`src/rtl/drv_stat_pkg.sv`:
```
package drv_stat_pkg;

  localparam int unsigned ST_W = 8;

  // status byte bit positions (host decodes these)
  localparam int unsigned ST_BSY  = 7;
  localparam int unsigned ST_DRDY = 6;
  localparam int unsigned ST_DWF  = 5;
  localparam int unsigned ST_DSC  = 4;
  localparam int unsigned ST_DRQ  = 3;
  localparam int unsigned ST_CORR = 2;
  localparam int unsigned ST_IDX  = 1;
  localparam int unsigned ST_ERR  = 0;

  // device control bit positions
  localparam int unsigned CTL_SRST = 2;
  localparam int unsigned CTL_NIEN = 1;

  typedef struct packed {
    logic rdy;
    logic wflt;
    logic seek;
  } cond_t;

  function automatic logic [ST_W-1:0] pack_status(
    input logic  bsy,
    input cond_t c,
    input logic  drq,
    input logic  corr,
    input logic  idx,
    input logic  err
  );
    logic [ST_W-1:0] s;
    s = '0;
    if (bsy) begin
      s[ST_BSY] = 1'b1;
    end else begin
      s[ST_DRDY] = c.rdy;
      s[ST_DWF]  = c.wflt;
      s[ST_DSC]  = c.seek;
      s[ST_DRQ]  = drq;
      s[ST_CORR] = corr;
      s[ST_IDX]  = idx;
      s[ST_ERR]  = err;
    end
    return s;
  endfunction

endpackage

```
`src/rtl/stat_busy_ctrl.sv`:
```
module stat_busy_ctrl #(
  parameter int unsigned POST_RST_CYCLES = 1000,
  parameter int unsigned BLOCK_WORDS     = 256
) (
  input  logic clk,
  input  logic rst_n,
  input  logic srst_i,
  input  logic cmd_wr_i,
  input  logic cmd_busy_kind_i,
  input  logic data_wr_i,
  input  logic done_i,
  output logic bsy_o,
  output logic rst_phase_o
);

  localparam int unsigned CW = (POST_RST_CYCLES > 1) ? $clog2(POST_RST_CYCLES) : 1;
  localparam int unsigned WW = (BLOCK_WORDS > 1) ? $clog2(BLOCK_WORDS) : 1;
  localparam logic [CW-1:0] RLOAD = CW'(POST_RST_CYCLES - 1);
  localparam logic [WW-1:0] WLAST = WW'(BLOCK_WORDS - 1);

  logic          bsy_q, bsy_n;
  logic          rb_q, rb_n;
  logic [CW-1:0] cnt_q, cnt_n;
  logic [WW-1:0] wc_q, wc_n;
  logic          en;

  assign en = srst_i | rb_q | cmd_wr_i | data_wr_i | done_i;

  always_comb begin
    bsy_n = bsy_q;
    rb_n  = rb_q;
    cnt_n = cnt_q;
    wc_n  = wc_q;
    if (srst_i) begin
      bsy_n = 1'b1;
      rb_n  = 1'b1;
      cnt_n = RLOAD;
      wc_n  = '0;
    end else if (rb_q) begin
      if (cnt_q == '0) begin
        bsy_n = 1'b0;
        rb_n  = 1'b0;
      end else begin
        cnt_n = cnt_q - 1'b1;
      end
    end else if (cmd_wr_i) begin
      wc_n = '0;
      if (cmd_busy_kind_i) bsy_n = 1'b1;
    end else if (data_wr_i && !bsy_q) begin
      if (wc_q == WLAST) begin
        wc_n  = '0;
        bsy_n = 1'b1;
      end else begin
        wc_n = wc_q + 1'b1;
      end
    end else if (done_i) begin
      bsy_n = 1'b0;
    end
  end

  always_ff @(posedge clk or negedge rst_n) begin
    if (!rst_n) begin
      bsy_q <= 1'b1;
      rb_q  <= 1'b1;
      cnt_q <= RLOAD;
      wc_q  <= '0;
    end else if (en) begin
      bsy_q <= bsy_n;
      rb_q  <= rb_n;
      cnt_q <= cnt_n;
      wc_q  <= wc_n;
    end
  end

  assign bsy_o       = bsy_q;
  assign rst_phase_o = rb_q;

endmodule

```
`src/rtl/stat_cond_hold.sv`:
```
module stat_cond_hold
  import drv_stat_pkg::*;
(
  input  logic  clk,
  input  logic  rst_n,
  input  logic  srst_i,
  input  logic  cmd_wr_i,
  input  logic  done_i,
  input  logic  err_i,
  input  logic  corr_i,
  input  logic  index_i,
  input  logic  stat_rd_i,
  input  cond_t live_i,
  output cond_t cond_o,
  output logic  err_o,
  output logic  corr_o,
  output logic  idx_o,
  output logic  frozen_o
);

  logic  epend_q, epend_n;
  logic  err_q, err_n;
  logic  corr_q, corr_n;
  logic  frz_q, frz_n;
  cond_t snap_q, snap_n;
  logic  idx_s_q, idx_p_q;
  logic  ev_en, err_hit;

  assign err_hit = epend_q | err_i;
  assign ev_en   = srst_i | cmd_wr_i | done_i | err_i | corr_i | stat_rd_i;

  always_comb begin
    epend_n = epend_q;
    err_n   = err_q;
    corr_n  = corr_q;
    frz_n   = frz_q;
    snap_n  = snap_q;
    if (srst_i) begin
      epend_n = 1'b0;
      err_n   = 1'b0;
      corr_n  = 1'b0;
      frz_n   = 1'b0;
    end else begin
      if (cmd_wr_i) begin
        epend_n = err_i;
        err_n   = 1'b0;
        corr_n  = corr_i;
      end else begin
        corr_n = corr_q | corr_i;
        if (done_i) begin
          epend_n = 1'b0;
          err_n   = err_hit;
        end else begin
          epend_n = err_hit;
        end
      end
      if (done_i && !cmd_wr_i && err_hit && !frz_q) begin
        frz_n  = 1'b1;
        snap_n = live_i;
      end else if (stat_rd_i) begin
        frz_n = 1'b0;
      end
    end
  end

  always_ff @(posedge clk or negedge rst_n) begin
    if (!rst_n) begin
      epend_q <= 1'b0;
      err_q   <= 1'b0;
      corr_q  <= 1'b0;
      frz_q   <= 1'b0;
      snap_q  <= '0;
    end else if (ev_en) begin
      epend_q <= epend_n;
      err_q   <= err_n;
      corr_q  <= corr_n;
      frz_q   <= frz_n;
      snap_q  <= snap_n;
    end
  end

  // index edge detector: one-cycle pulse per rising edge
  always_ff @(posedge clk or negedge rst_n) begin
    if (!rst_n) begin
      idx_s_q <= 1'b0;
      idx_p_q <= 1'b0;
    end else begin
      idx_s_q <= index_i;
      idx_p_q <= index_i & ~idx_s_q;
    end
  end

  assign cond_o   = frz_q ? snap_q : live_i;
  assign err_o    = err_q;
  assign corr_o   = corr_q;
  assign idx_o    = idx_p_q;
  assign frozen_o = frz_q;

endmodule

```
`src/rtl/stat_irq_ctrl.sv`:
```
module stat_irq_ctrl
  import drv_stat_pkg::*;
(
  input  logic            clk,
  input  logic            rst_n,
  input  logic            sel_i,
  input  logic            ctl_wr_i,
  input  logic [ST_W-1:0] ctl_data_i,
  input  logic            done_i,
  input  logic            stat_rd_i,
  output logic            srst_now_o,
  output logic            srst_o,
  output logic            pend_o,
  output logic            intrq_o,
  output logic            intrq_oe_o
);

  logic srst_q, nien_q;
  logic pend_q, pend_n;
  logic srst_now;
  logic unused_ctl;

  assign unused_ctl = ^{ctl_data_i[ST_W-1:CTL_SRST+1], ctl_data_i[0]};

  always_ff @(posedge clk or negedge rst_n) begin
    if (!rst_n) begin
      srst_q <= 1'b0;
      nien_q <= 1'b0;
    end else if (ctl_wr_i) begin
      srst_q <= ctl_data_i[CTL_SRST];
      nien_q <= ctl_data_i[CTL_NIEN];
    end
  end

  assign srst_now = srst_q | (ctl_wr_i & ctl_data_i[CTL_SRST]);

  always_comb begin
    pend_n = pend_q;
    if (srst_now)       pend_n = 1'b0;
    else if (done_i)    pend_n = 1'b1;
    else if (stat_rd_i) pend_n = 1'b0;
  end

  always_ff @(posedge clk or negedge rst_n) begin
    if (!rst_n) pend_q <= 1'b0;
    else        pend_q <= pend_n;
  end

  assign srst_now_o = srst_now;
  assign srst_o     = srst_q;
  assign pend_o     = pend_q;
  assign intrq_oe_o = sel_i & ~nien_q;
  assign intrq_o    = pend_q & intrq_oe_o;

endmodule

```
`src/rtl/drv_status_ctrl.sv`:
```
module drv_status_ctrl
  import drv_stat_pkg::*;
#(
  parameter int unsigned POST_RST_CYCLES = 1000,
  parameter int unsigned BLOCK_WORDS     = 256
) (
  input  logic            clk,
  input  logic            rst_n,
  input  logic            sel_i,
  input  logic            cmd_wr_i,
  input  logic            cmd_busy_kind_i,
  input  logic            data_wr_i,
  input  logic            done_i,
  input  logic            err_i,
  input  logic            corr_i,
  input  logic            drq_i,
  input  logic            rdy_i,
  input  logic            wflt_i,
  input  logic            seek_ok_i,
  input  logic            index_i,
  input  logic            stat_rd_i,
  input  logic            alt_rd_i,
  input  logic            ctl_wr_i,
  input  logic [ST_W-1:0] ctl_data_i,
  output logic [ST_W-1:0] status_o,
  output logic            intrq_o,
  output logic            intrq_oe_o,
  output logic            srst_hold_o
);

  logic  srst_now, bsy, rst_phase;
  logic  irq_pend, frozen;
  logic  err_b, corr_b, idx_b;
  cond_t live, cond_view;
  logic  unused_alt;

  // alternate reads return the same byte and change nothing
  assign unused_alt = alt_rd_i;

  assign live = '{rdy: rdy_i, wflt: wflt_i, seek: seek_ok_i};

  stat_irq_ctrl u_irq (
    .clk        (clk),
    .rst_n      (rst_n),
    .sel_i      (sel_i),
    .ctl_wr_i   (ctl_wr_i),
    .ctl_data_i (ctl_data_i),
    .done_i     (done_i),
    .stat_rd_i  (stat_rd_i),
    .srst_now_o (srst_now),
    .srst_o     (srst_hold_o),
    .pend_o     (irq_pend),
    .intrq_o    (intrq_o),
    .intrq_oe_o (intrq_oe_o)
  );

  stat_busy_ctrl #(
    .POST_RST_CYCLES (POST_RST_CYCLES),
    .BLOCK_WORDS     (BLOCK_WORDS)
  ) u_busy (
    .clk             (clk),
    .rst_n           (rst_n),
    .srst_i          (srst_now),
    .cmd_wr_i        (cmd_wr_i),
    .cmd_busy_kind_i (cmd_busy_kind_i),
    .data_wr_i       (data_wr_i),
    .done_i          (done_i),
    .bsy_o           (bsy),
    .rst_phase_o     (rst_phase)
  );

  stat_cond_hold u_cond (
    .clk       (clk),
    .rst_n     (rst_n),
    .srst_i    (srst_now),
    .cmd_wr_i  (cmd_wr_i),
    .done_i    (done_i),
    .err_i     (err_i),
    .corr_i    (corr_i),
    .index_i   (index_i),
    .stat_rd_i (stat_rd_i),
    .live_i    (live),
    .cond_o    (cond_view),
    .err_o     (err_b),
    .corr_o    (corr_b),
    .idx_o     (idx_b),
    .frozen_o  (frozen)
  );

  assign status_o = pack_status(bsy, cond_view, drq_i, corr_b, idx_b, err_b);

endmodule

```
`config.mk`:
```
export PLATFORM = sky130hd
export DESIGN_NAME = drv_status_ctrl
export DESIGN_NICKNAME = d
export VERILOG_FILES = /design/src/rtl/drv_stat_pkg.sv /design/src/rtl/stat_busy_ctrl.sv /design/src/rtl/stat_cond_hold.sv /design/src/rtl/stat_irq_ctrl.sv /design/src/rtl/drv_status_ctrl.sv
export SDC_FILE = /design/constraint.sdc
export NUM_CORES = 1
export LEC_CHECK = 0
export BUFFER_PORTS_ARGS = -buffer_cell sky130_fd_sc_hd__buf_2
export CORE_AREA = 8 8 73 106
export DETAILED_ROUTE_END_ITERATION = 16
export DIE_AREA = 0 0 81 114
export HOLD_SLACK_MARGIN = 0.12
export PLACE_DENSITY = 0.54
export SLEW_MARGIN = 10
export SYNTH_ARGS = -nofsm -noshare
export SYNTH_HDL_FRONTEND = slang
export SYNTH_SLANG_ARGS = --single-unit
```
`constraint.sdc`:
```
create_clock -name clk -period 2.6 [get_ports clk]
set_clock_uncertainty 0.1 [all_clocks]
set_input_delay 0.26 -clock clk [delete_from_list [all_inputs] [get_ports clk]]
set_output_delay 0.26 -clock clk [all_outputs]
set_load 0.05 [all_outputs]
```
==> results.md <==
* Status: finished clean
* # setup viols final at 0
* Maximum vdd drop at 0.295 mV
* Post-CTS setup buffers at 0
* Vias in the first global route at 1,469
* Std-Cell Rows at 35
* Final GP Congestion at 0.734
* Sum Neg Setup Slack at 0 ns
* CP arrival at 2.19 ns
* GRT Total Usage at 0.0927
* WS Path Type: reg -> reg
* FF-to-FF End: u_busy.bsy_o$_DFFE_PN1P_
* Clock net sink count at 32
* Family with the most delay on the worst path: compound AO/OA/AOI/OAI gates
* R2r setup slk at 0.52 ns
* Post-DR vias/cell at 5.06
* Area grow syn2layout at 19.1%
* Overall routed net length at 4060 um
* Yosys cell types at 50
* Total of max-cap violations at 0
* Share of layout cells above drive strength 1 at 0.277
* WP data required at 2.71 ns
* Worst Hold Launch: rdy_i
* Detailed Routing Iterations Pass 1 at 4
* Cell Chain, Critical Path: inv_1, ha_1, or4b_1, o31ai_4, o2111ai_1, a32oi_1
* H-tree Lvls at 2
* Synthesized flop and latch total at 32
* Avg Cell Area, Syn at 9.98 um^2
* DR WL/cell at 14.5 um
* F_max at 480 MHz
* Core area at 6130 um^2
* Met3 WL post-DR at 211 um
* DRC at 0
* Uppermost layer routed: met4
* Clock edge transition at the registers on the reported setup and hold paths at 0.07 ns
* Ranking of synthesized cells by area: dfrtp_1, dfstp_2, mux2_2
* I/O pin cnt at 36
* Worst-Margin Slew at 0.714 ns
* Crit-path max cell delay at 0.53 ns
* Port Buf Inserts at 28
* Worst Hold End: u_cond.snap_q[2]$_DFFE_PN0P_
* Post-DRT Antenna Nets at 0
* Biggest regs: u_busy.cnt_q (10), u_busy.wc_q (8), u_cond.snap_q (3)
* Commonest cells in the netlist: dfrtp_1, nor2_1, a21oi_1, o21ai_0, dfstp_2
* Worst relative slew slack at 0.524
* CTS tree: done
* Sequential fraction of the synthesis area at 0.471
* Worst Hold Class: in -> reg
* Mapped Nets at 200
* Predominant post-synthesis flop cell: dfrtp_1
* Fin util at 0.336
* Die area at 9230 um^2
* Most frequent cell after synthesis: dfrtp_1
* Pre-CTS setup slack at 0.539 ns
* Setup crit end kind: flop
* Clock Path Buffers at 2
* Worst skew pair latency at 0.29 ns
* Synth Cell Area at 1730 um^2
* Chip Width at 81 um
* Hold Fails Final Rpt at 0
* Post-synth top area cell: dfrtp_1
* Met2 routed WL at 2110 um
* Top cell type's share of synthesized area at 0.319
* First-pass GRT wire length at 6930 um
* Total CTS buffers at 5
* DRT met1 WL at 1690 um
* Cell Pwr Density at 517 nW/um^2
* Vias after detailed routing at 1,418
* Largest Register: u_busy.cnt_q
* Hold path cells at 2
* Worst path bufs/invs at 1
* Worst setup SP type: flop
* Post-synth EDFFs at 0
* Initial antenna violation count at 0
* Number of DRC markers in iteration 0 at 94
* Slowest-stage cell, CP: or4b_1
* Root Driver: clkbuf_8
* CP max FO at 7
* Pin count of the biggest net entering global routing at 33
* Final antenna diode count at 0
* Unrepaired setup endpoints after global routing: false
* DIE HEIGHT at 114 um
* Syn Inst Count at 173
* Setup WS post-layout at 0.516 ns
* Initial Utilization at 0.282
* Period utilization at 0.801
* Reg-to-Reg Start: u_busy.cnt_q[0]$_DFFE_PN1P_
* Depth of the most critical reg-to-reg path at 6
* Min Tclk post-route at 2.08 ns
* Dpl hpwl at 2950 um
* Asr flop ratio synth at 1.00
* # nets final at 232
* Max FFs per register at 10
* Leakage power at 0.000845 uW
* Ys Warns at 0
* GRT Residual Overflow at 0
* Max Transition Viols Final at 0
-- per-layer routing --
layer  vias to the layer above  track usage
met4                         0       0.0347
met3                         5       0.0268
li1                        702            -
met5                         -            0
met1                       679        0.108
met2                        32        0.155
-- cells by family after synthesis --
family          count (synthesis)  share of synthesized area
fa+ha+maj                       2                     0.0145
simple gates                   65                      0.224
compound gates                 46                      0.180
buf+inv                        17                     0.0449
xor+xnor                        2                     0.0101
mux                             9                     0.0558
flops                          32                      0.471
-- cell usage in the layout (no fill, tap or decap), drive strengths merged, types with 2 or more instances in the layout --
cell         count
a211o            2
a211oi           2
a21o             2
a21oi           11
a22oi            3
and3             2
and4             2
buf             29
clkbuf           7
dfrtp           22
dfstp           10
dlygate4sd3      6
ha               2
inv              7
mux2             5
mux2i            4
nand2            8
nand2b           4
nand3            8
nand3b           3
nor2            12
nor2b            7
nor3             3
nor4             2
nor4b            2
o2111ai          3
o21ai           11
o22ai            4
o31ai            2
or3              5
or4              3
-- worst max path at each step --
| stage | start | to | slack (ns) | cells past startpoint |
|---|---|---|---|---|
| detailed placement | u_busy.cnt_q[0]$_DFFE_PN1P_ | u_busy.bsy_o$_DFFE_PN1P_ | 0.54 | 6 |
| floorplan | u_irq.nien_q$_DFFE_PN0P_ | intrq_o | 0.62 | 2 |
| global route | u_busy.cnt_q[1]$_DFFE_PN1P_ | u_busy.bsy_o$_DFFE_PN1P_ | 0.38 | 6 |
| global placement | u_busy.cnt_q[0]$_DFFE_PN1P_ | u_busy.bsy_o$_DFFE_PN1P_ | 0.62 | 6 |
| finish | u_busy.cnt_q[0]$_DFFE_PN1P_ | u_busy.bsy_o$_DFFE_PN1P_ | 0.52 | 6 |
| CTS | u_busy.cnt_q[0]$_DFFE_PN1P_ | u_busy.bsy_o$_DFFE_PN1P_ | 0.53 | 6 |
-- repair_timing --
action,in CTS,in global routing
resized for setup,0,0
hold buffers,6,0
endpoints found under the hold margin,27,0
-- final cells by class --
class / count / area, um^2
clock buffers: 7 / 76.3
clock inverters: 1 / 5.00
fillers: 643 / 4070
inverters: 7 / 26.3
multi-input cells: 124 / 836
flip-flops and latches: 32 / 813
well taps: 74 / 92.6
repair buffers: 35 / 208
-- power by group --
group	total, uW	leakage (uW)	internal [uW]	switching [uW]
clock	374	0.0000422	188	186
sequential	553	0.000395	534	19.4
combinational	136	0.000408	58.8	77.4
-- stage by stage --
stage	instance area, um^2	std cells	hold WS (ns)	power [uW]
2_1_floorplan	1730	173	-0.136	640
4_1_cts	2060	280	0.124	1080
6_report	2060	280	0.131	1060
3_5_place_dp	1920	266	0.266	694
5_1_grt	2060	280	0.132	1110
3_3_place_gp	1920	266	0.275	691
Power figures use the tool's default switching activity.
